[config.mk]
export PLATFORM = sky130hd
export DESIGN_NAME = sdac_frontend
export DESIGN_NICKNAME = d
export VERILOG_FILES = /design/src/rtl/sdac_pkg.sv /design/src/rtl/sdac_sync.sv /design/src/rtl/sdac_shifter.sv /design/src/rtl/sdac_regbank.sv /design/src/rtl/sdac_frontend.sv
export SDC_FILE = /design/constraint.sdc
export NUM_CORES = 1
export LEC_CHECK = 0
export BUFFER_PORTS_ARGS = -buffer_cell sky130_fd_sc_hd__buf_2
export CELL_PAD_IN_SITES_DETAIL_PLACEMENT = 1
export CELL_PAD_IN_SITES_GLOBAL_PLACEMENT = 1
export CORE_ASPECT_RATIO = 1.25
export CORE_MARGIN = 4
export CORE_UTILIZATION = 28
export DETAILED_ROUTE_END_ITERATION = 16
export HOLD_SLACK_MARGIN = 0.03
export PLACE_DENSITY = 0.53
export RECOVER_POWER = 100
export SYNTH_ARGS = -nofsm -noshare
export SYNTH_HDL_FRONTEND = slang
export SYNTH_SLANG_ARGS = --single-unit
[constraint.sdc]
create_clock -name clk -period 2 [get_ports clk]
set_input_delay 0.4 -clock clk [delete_from_list [all_inputs] [get_ports clk]]
set_output_delay 0.4 -clock clk [all_outputs]
set_load 0.02 [all_outputs]
[src/rtl/sdac_pkg.sv]
`timescale 1ns/1ps
package sdac_pkg;
  typedef enum logic [2:0] {
    OP_NOP     = 3'd0,
    OP_WR_IN   = 3'd1,
    OP_WR_BOTH = 3'd2,
    OP_BC_IN   = 3'd3,
    OP_BC_BOTH = 3'd4,
    OP_XFER    = 3'd5,
    OP_EDGE    = 3'd6,
    OP_RSVD    = 3'd7
  } op_e;
  localparam int OP_W = 3;
  localparam int PAD_W = 2;
endpackage

[src/rtl/sdac_sync.sv]
`timescale 1ns/1ps
module sdac_sync #(
  parameter int WIDTH = 4,
  parameter int STAGES = 2,
  parameter logic [WIDTH-1:0] RST_VEC = '0
) (
  input  logic             clk,
  input  logic             rst_n,
  input  logic [WIDTH-1:0] async_in,
  output logic [WIDTH-1:0] sync_out
);
  logic [WIDTH-1:0] stage_q [STAGES];

  genvar g;
  generate
    for (g = 0; g < STAGES; g++) begin : g_stage
      logic [WIDTH-1:0] stage_d;
      if (g == 0) begin : g_first
        always_comb stage_d = async_in;
      end else begin : g_next
        always_comb stage_d = stage_q[g-1];
      end
      always_ff @(posedge clk or negedge rst_n) begin
        if (!rst_n) stage_q[g] <= RST_VEC;
        else        stage_q[g] <= stage_d;
      end
    end
  endgenerate

  assign sync_out = stage_q[STAGES-1];
endmodule

[src/rtl/sdac_shifter.sv]
`timescale 1ns/1ps
module sdac_shifter #(
  parameter int FRAME_W = 16,
  localparam int CNT_W = $clog2(FRAME_W + 2)
) (
  input  logic               clk,
  input  logic               rst_n,
  input  logic               sck_rise,
  input  logic               sck_fall,
  input  logic               cs_act,
  input  logic               cs_end,
  input  logic               sdi_s,
  input  logic               edge_rise_mode,
  output logic [FRAME_W-1:0] frame,
  output logic               frame_ok,
  output logic               sdo
);
  localparam logic [CNT_W-1:0] CNT_FULL = CNT_W'(FRAME_W);
  localparam logic [CNT_W-1:0] CNT_SAT  = CNT_W'(FRAME_W + 1);

  logic [FRAME_W-1:0] shr_q, shr_n;
  logic [CNT_W-1:0]   cnt_q, cnt_n;
  logic               pend_q, pend_n;
  logic               sdo_q, sdo_n;

  always_comb begin
    shr_n  = shr_q;
    cnt_n  = cnt_q;
    pend_n = pend_q;
    sdo_n  = sdo_q;
    if (!cs_act) begin
      cnt_n = '0;
    end else if (sck_rise) begin
      shr_n  = {shr_q[FRAME_W-2:0], sdi_s};
      pend_n = shr_q[FRAME_W-1];
      if (cnt_q != CNT_SAT) cnt_n = cnt_q + 1'b1;
      if (edge_rise_mode) sdo_n = shr_q[FRAME_W-1];
    end else if (sck_fall && !edge_rise_mode) begin
      sdo_n = pend_q;
    end
  end

  always_ff @(posedge clk or negedge rst_n) begin
    if (!rst_n) begin
      shr_q  <= '0;
      cnt_q  <= '0;
      pend_q <= 1'b0;
      sdo_q  <= 1'b0;
    end else begin
      shr_q  <= shr_n;
      cnt_q  <= cnt_n;
      pend_q <= pend_n;
      sdo_q  <= sdo_n;
    end
  end

  assign frame    = shr_q;
  assign frame_ok = cs_end && (cnt_q == CNT_FULL);
  assign sdo      = sdo_q;


  sdo_idle_chk: assert property (@(posedge clk) disable iff (!rst_n)
    !cs_act |=> $stable(sdo_q));
endmodule

[src/rtl/sdac_regbank.sv]
`timescale 1ns/1ps
module sdac_regbank
  import sdac_pkg::*;
#(
  parameter int NUM_CH = 8,
  parameter int DW = 8,
  localparam int AW = $clog2(NUM_CH),
  localparam int CMD_W = AW + OP_W + DW
) (
  input  logic                 clk,
  input  logic                 rst_n,
  input  logic                 exec_v,
  input  logic [CMD_W-1:0]     cmd,
  input  logic                 ldac_fire,
  output logic [NUM_CH*DW-1:0] dac_flat,
  output logic                 edge_mode
);
  logic [NUM_CH-1:0][DW-1:0] in_q, in_n;
  logic [NUM_CH-1:0][DW-1:0] dac_q, dac_n;
  logic                      mode_q, mode_n;

  logic [AW-1:0] cmd_addr;
  op_e           cmd_op;
  logic [DW-1:0] cmd_data;

  assign cmd_data = cmd[DW-1:0];
  assign cmd_op   = op_e'(cmd[DW+OP_W-1:DW]);
  assign cmd_addr = cmd[CMD_W-1:DW+OP_W];

  always_comb begin
    in_n   = in_q;
    dac_n  = ldac_fire ? in_q : dac_q;
    mode_n = mode_q;
    for (int i = 0; i < NUM_CH; i++) begin
      if (exec_v) begin
        case (cmd_op)
          OP_WR_IN: begin
            if (cmd_addr == AW'(i)) in_n[i] = cmd_data;
          end
          OP_WR_BOTH: begin
            if (cmd_addr == AW'(i)) begin
              in_n[i]  = cmd_data;
              dac_n[i] = cmd_data;
            end
          end
          OP_BC_IN: in_n[i] = cmd_data;
          OP_BC_BOTH: begin
            in_n[i]  = cmd_data;
            dac_n[i] = cmd_data;
          end
          OP_XFER: dac_n[i] = in_q[i];
          default: ;
        endcase
      end
    end
    if (exec_v && (cmd_op == OP_EDGE)) mode_n = cmd_addr[AW-1];
  end

  always_ff @(posedge clk or negedge rst_n) begin
    if (!rst_n) begin
      in_q   <= '0;
      dac_q  <= '0;
      mode_q <= 1'b0;
    end else begin
      in_q   <= in_n;
      dac_q  <= dac_n;
      mode_q <= mode_n;
    end
  end

  assign dac_flat  = dac_q;
  assign edge_mode = mode_q;


  ldac_copy_chk: assert property (@(posedge clk) disable iff (!rst_n)
    (ldac_fire && !exec_v) |=> (dac_q == $past(in_q)));


  ldac_order_chk: assert property (@(posedge clk) disable iff (!rst_n)
    (ldac_fire && exec_v && (cmd_op == OP_BC_BOTH)) |=> (dac_q == {NUM_CH{$past(cmd_data)}}));


  mode_hold_chk: assert property (@(posedge clk) disable iff (!rst_n)
    !(exec_v && (cmd_op == OP_EDGE)) |=> $stable(mode_q));
endmodule

[src/rtl/sdac_frontend.sv]
`timescale 1ns/1ps
module sdac_frontend
  import sdac_pkg::*;
#(
  parameter int NUM_CH = 8,
  parameter int DW = 8,
  parameter int SYNC_STAGES = 2
) (
  input  logic                 clk,
  input  logic                 rst_n,
  input  logic                 sck,
  input  logic                 cs_n,
  input  logic                 sdi,
  input  logic                 load_n,
  output logic                 sdo,
  output logic [NUM_CH*DW-1:0] dac_val
);
  localparam int AW = $clog2(NUM_CH);
  localparam int CMD_W = AW + OP_W + DW;
  localparam int FRAME_W = PAD_W + CMD_W;
  localparam int P_SCK = 0;
  localparam int P_CS  = 1;
  localparam int P_SDI = 2;
  localparam int P_LD  = 3;

  logic [3:0] pins_raw, pins_s;
  logic [2:0] prev_q, prev_n;

  assign pins_raw = {load_n, sdi, cs_n, sck};

  sdac_sync #(
    .WIDTH  (4),
    .STAGES (SYNC_STAGES),
    .RST_VEC(4'b1010)
  ) u_sync (
    .clk     (clk),
    .rst_n   (rst_n),
    .async_in(pins_raw),
    .sync_out(pins_s)
  );

  always_comb prev_n = {pins_s[P_LD], pins_s[P_CS], pins_s[P_SCK]};

  always_ff @(posedge clk or negedge rst_n) begin
    if (!rst_n) prev_q <= 3'b110;
    else        prev_q <= prev_n;
  end

  logic sck_rise, sck_fall, cs_act, cs_end, ldac_fire;
  assign sck_rise  =  pins_s[P_SCK] & ~prev_q[0];
  assign sck_fall  = ~pins_s[P_SCK] &  prev_q[0];
  assign cs_act    = ~pins_s[P_CS];
  assign cs_end    =  pins_s[P_CS] & ~prev_q[1];
  assign ldac_fire = ~pins_s[P_LD] &  prev_q[2];

  logic [FRAME_W-1:0] frame;
  logic               frame_ok;
  logic               edge_mode;

  sdac_shifter #(.FRAME_W(FRAME_W)) u_shift (
    .clk           (clk),
    .rst_n         (rst_n),
    .sck_rise      (sck_rise),
    .sck_fall      (sck_fall),
    .cs_act        (cs_act),
    .cs_end        (cs_end),
    .sdi_s         (pins_s[P_SDI]),
    .edge_rise_mode(edge_mode),
    .frame         (frame),
    .frame_ok      (frame_ok),
    .sdo           (sdo)
  );

  sdac_regbank #(.NUM_CH(NUM_CH), .DW(DW)) u_bank (
    .clk      (clk),
    .rst_n    (rst_n),
    .exec_v   (frame_ok),
    .cmd      (frame[CMD_W-1:0]),
    .ldac_fire(ldac_fire),
    .dac_flat (dac_val),
    .edge_mode(edge_mode)
  );


  dac_hold_chk: assert property (@(posedge clk) disable iff (!rst_n)
    !(frame_ok || ldac_fire) |=> $stable(dac_val));
endmodule

==> impl_metrics.sql <==
INSERT INTO impl_metrics (metric_group, metric, value, unit) VALUES
('status', 'run_status', 'complete, no violations', ''),
('placement', 'dp_hpwl', '17600', 'um'),
('drt', 'routedWlPerCell', '21.1', 'um'),
('drt', 'drtIter0Drc', '344', ''),
('logic_synthesis', 'synth_enable_flop_cells', '0', ''),
('setup_path', 'critical_path.endpoint', 'u_bank.in_q[50]', ''),
('timing', 'hold_ws', '0.0652', 'ns'),
('drt', 'drt_total_wl', '26800', 'um'),
('floorplanning', 'core_region_area', '30100', 'sq um'),
('logic_synthesis', 'syn_inst', '748', ''),
('logic_synthesis', 'fraction_of_post_synthesis_cell_area_in_the_top_cell_type_by_area', '46.0', '%'),
('setup_path', 'worstReg2RegEnd', 'u_bank.in_q[50]', ''),
('drt', 'remaining_drc_errors', '0', ''),
('global_routing', 'first_pass_grt_wire_length', '41700', 'um'),
('cells_and_area', 'area_growth_syn_to_layout', '22.1', '%'),
('drt', 'antenna_nets_post_route', '0', ''),
('floorplanning', 'num_rows', '71', ''),
('global_routing', 'antenna_violations_before_repair', '0', ''),
('timing', 'slew_headroom', '29.0', '%'),
('clock_network', 'clock-sinks', '163', ''),
('logic_synthesis', 'synthesis.nets', '757', ''),
('clock_network', 'cts_tree', 'yes', ''),
('power_and_ir_drop', 'static-leakage-power', '4.31', 'nW'),
('timing', 'timing.final.crit_share', '97.5', '%'),
('logic_synthesis', 'synth.yosys.seq_area_share', '47.8', '%'),
('floorplanning', 'die_x_extent', '164', 'um'),
('floorplanning', 'die_height', '203', 'um'),
('clock_network', 'htree_levels', '4', ''),
('cells_and_area', 'design_area', '10400', 'sq um'),
('drt', 'detail_route.vias_per_cell', '5.09', ''),
('logic_synthesis', 'synth_flop_cell', 'dfrtp_1', ''),
('clock_network', 'numCtsBuffers', '17', ''),
('timing', 'report.final.slew_viol_count', '0', ''),
('timing', 'grt_setup_unrepaired', 'true', ''),
('timing', 'max_slew.worst_pin.slew', '1.07', 'ns'),
('setup_path', 'worst_ep_arrival', '2.26', 'ns'),
('logic_synthesis', 'cell_types_occupying_the_most_area_after_synthesis', 'dfrtp_1 46%, mux2_4 8.4%, mux2i_1 7.7%, a32oi_1 6.4%, a21o_1 5.4%', ''),
('logic_synthesis', 'async_reset_ff_share', '100', '%'),
('setup_path', 'rr_startpoint', 'u_shift.cnt_q[1]', ''),
('setup_path', 'worstPathCellList', 'inv_2 -> ha_1 -> and3b_2 -> nand3_4 -> buf_4 -> a31o_1 -> buf_12 -> mux2_4', ''),
('logic_synthesis', 'number_of_register_bits_inferred_by_synthesis', '163', ''),
('setup_path', 'timing.critical_path.slowest_stage_cell', 'dfrtp_1', ''),
('cells_and_area', 'layout-drive-gt1-share', '25.4', '%'),
('setup_path', 'startpoint_type', 'register', ''),
('setup_path', 'cp.required', '2.31', 'ns'),
('logic_synthesis', 'most_area_hungry_cell_type_in_the_yosys_netlist', 'dfrtp_1', ''),
('floorplanning', 'io_pins', '71', ''),
('timing', 'fmax', '513', 'MHz'),
('drt', 'first_pass_iters', '5', ''),
('timing', 'setup_violating_endpoint_count_in_the_final_report', '0', ''),
('setup_path', 'worstSetupStartpoint', 'u_shift.cnt_q[1]', ''),
('setup_path', 'cp-end-kind', 'register', ''),
('cells_and_area', 'antenna-diode-count', '0', ''),
('global_routing', 'globalRouteOverflowTotal', '0', ''),
('clock_network', 'clock-root-buffer', 'clkbuf_16', ''),
('floorplanning', 'initial_core_util', '28.4', '%'),
('timing', 'hold_viol_final', '0', ''),
('timing', 'fin_skew', '0.00961', 'ns'),
('timing', 'final.setup.tns', '0', 'ns'),
('drt', 'detailroute.via_count', '6476', ''),
('setup_path', 'worst-r2r-setup-slack', '0.05', 'ns'),
('logic_synthesis', 'synthDistinctLibCells', '45', ''),
('setup_path', 'path_delay_family', 'buffers and inverters', ''),
('placement', 'placed_area', '9890', 'sq um'),
('cells_and_area', 'final_net_count', '867', ''),
('global_routing', 'all_layer_gr_usage', '16.3', '%'),
('global_routing', 'grt_start_max_net_pins', '42', ''),
('logic_synthesis', 'postSynthAreaPerCell', '11.4', 'sq um'),
('logic_synthesis', 'netlist_area', '8550', 'sq um'),
('logic_synthesis', 'synthesis.yosys.warnings', '0', ''),
('placement', 'port_buffers', '70', '');
## metal layers
| metal | track usage (%) | wire length [um] | part of all wire, % | vias up |
|---|---|---|---|---|
| met5 | 0 | 0 | 0 | - |
| met4 | 3.90 | 302 | 1.1 | 0 |
| met3 | 2.73 | 843 | 3.1 | 18 |
| met2 | 27.1 | 13500 | 50 | 95 |
| met1 | 22.1 | 12200 | 46 | 3373 |
| li1 | - | - | - | 2990 |
## sequential cells by signal, summed over array words and instances, names as in the netlist
register                count
prev_q                      3
u_bank.dac_flat            64
u_bank.edge_mode            1
u_bank.in_q                64
u_shift.cnt_q               5
u_shift.frame              16
u_shift.pend_q              1
u_shift.sdo                 1
u_sync.g_stage.stage_d      4
u_sync.sync_out             4
## synth_stat cells (all sizes together), types with 2 or more instances
master,n
dfrtp,157
o21ai,90
nand2,81
mux2,74
mux2i,66
a21o,62
a32oi,62
buf,38
clkbuf,26
a21oi,12
inv,11
nor2,8
dfstp,6
a31oi,5
and3b,5
nor3b,5
a31o,4
nand3b,4
or3b,4
and2,3
ha,3
nor2b,3
nand2b,2
nand3,2
nand4,2
o21a,2
o31a,2
xor2,2
## power breakdown
part	leakage, nW	total (mW)	internal [mW]	switching, mW
Combinational	1.81	0.749	0.222	0.528
Sequential	2.24	3.42	3.35	0.0687
Clock	0.258	3.17	1.77	1.40
## cell type report
type                            instances  area (sq um)  share of cell area [%]
Multi-Input combinational cell        510          4140                    39.6
Sequential cell                       163          4090                    39.2
Timing Repair Buffer                  155          1120                    10.7
Tap cell                              401           502                    4.81
Clock buffer                           22           464                    4.45
Clock inverter                         10          87.6                   0.839
Inverter                               11          41.3                   0.396
## how the worst min path moves through the flow
| stage | from | end | slack [ns] | depth (start not counted) |
|---|---|---|---|---|
| floorplan | rst_n | prev_q[0] | 0.10 | 0 |
| global placement | u_sync.g_stage[1].stage_d[0] | u_sync.sync_out[0] | 0.34 | 0 |
| detailed placement | u_sync.g_stage[1].stage_d[0] | u_sync.sync_out[0] | 0.34 | 0 |
| CTS | load_n | u_sync.g_stage[1].stage_d[3] | 0.04 | 1 |
| global route | sdi | u_sync.g_stage[1].stage_d[2] | 0.04 | 1 |
| finish | load_n | u_sync.g_stage[1].stage_d[3] | 0.07 | 1 |
## cells in the final DEF (no fill, tap or decap), types with 5 or more instances in the layout
cell type,netlist,final
dfrtp_1,157,156
a31oi_4,5,5
mux2i_1,66,66
buf_12,0,16
buf_2,32,5
buf_4,2,55
a32oi_1,62,62
o21ai_1,5,5
mux2_2,26,22
clkbuf_1,26,70
a21o_1,62,62
mux2_4,48,52
nand2_1,81,80
dfstp_2,6,5
a21oi_2,6,6
clkinvlp_4,0,5
o21ai_0,84,84
buf_6,4,7
inv_1,11,10
a21oi_1,6,6
clkbuf_16,0,17
nor2_1,8,8
## timing repair
item	4_1_cts	5_1_grt
cloned	0	1
gates resized for setup	1	12
hold buffers	1	0
setup endpoints to repair	8	41
pin swaps	0	2
hold endpoints to repair	30	0
buffers inserted	0	6
## cell families after synthesis
group,count (synthesis),synth area share (%)
multiplexers,140,19.6
AO/OA/AOI/OAI,242,20.4
buffers and inverters,75,4.20
AND/OR/NAND/NOR,122,7.26
adder cells (fa/ha/maj),3,0.439
XOR/XNOR,3,0.308
flip-flops,163,47.8
## per-stage QoR
step / util, % / std cells / total power, mW / setup slack [ns]
finish: 34.7 / 1272 / 7.34 / 0.0508
global route: 34.7 / 1272 / 7.67 / -0.0369
floorplan: - / 748 / 3.81 / 0.126
global placement: 32.8 / 1232 / 4.25 / 0.0190
detailed placement: 32.8 / 1232 / 4.25 / -0.0169
CTS: 34.7 / 1265 / 7.48 / 0.00323
(Power assumes the default switching activity.)
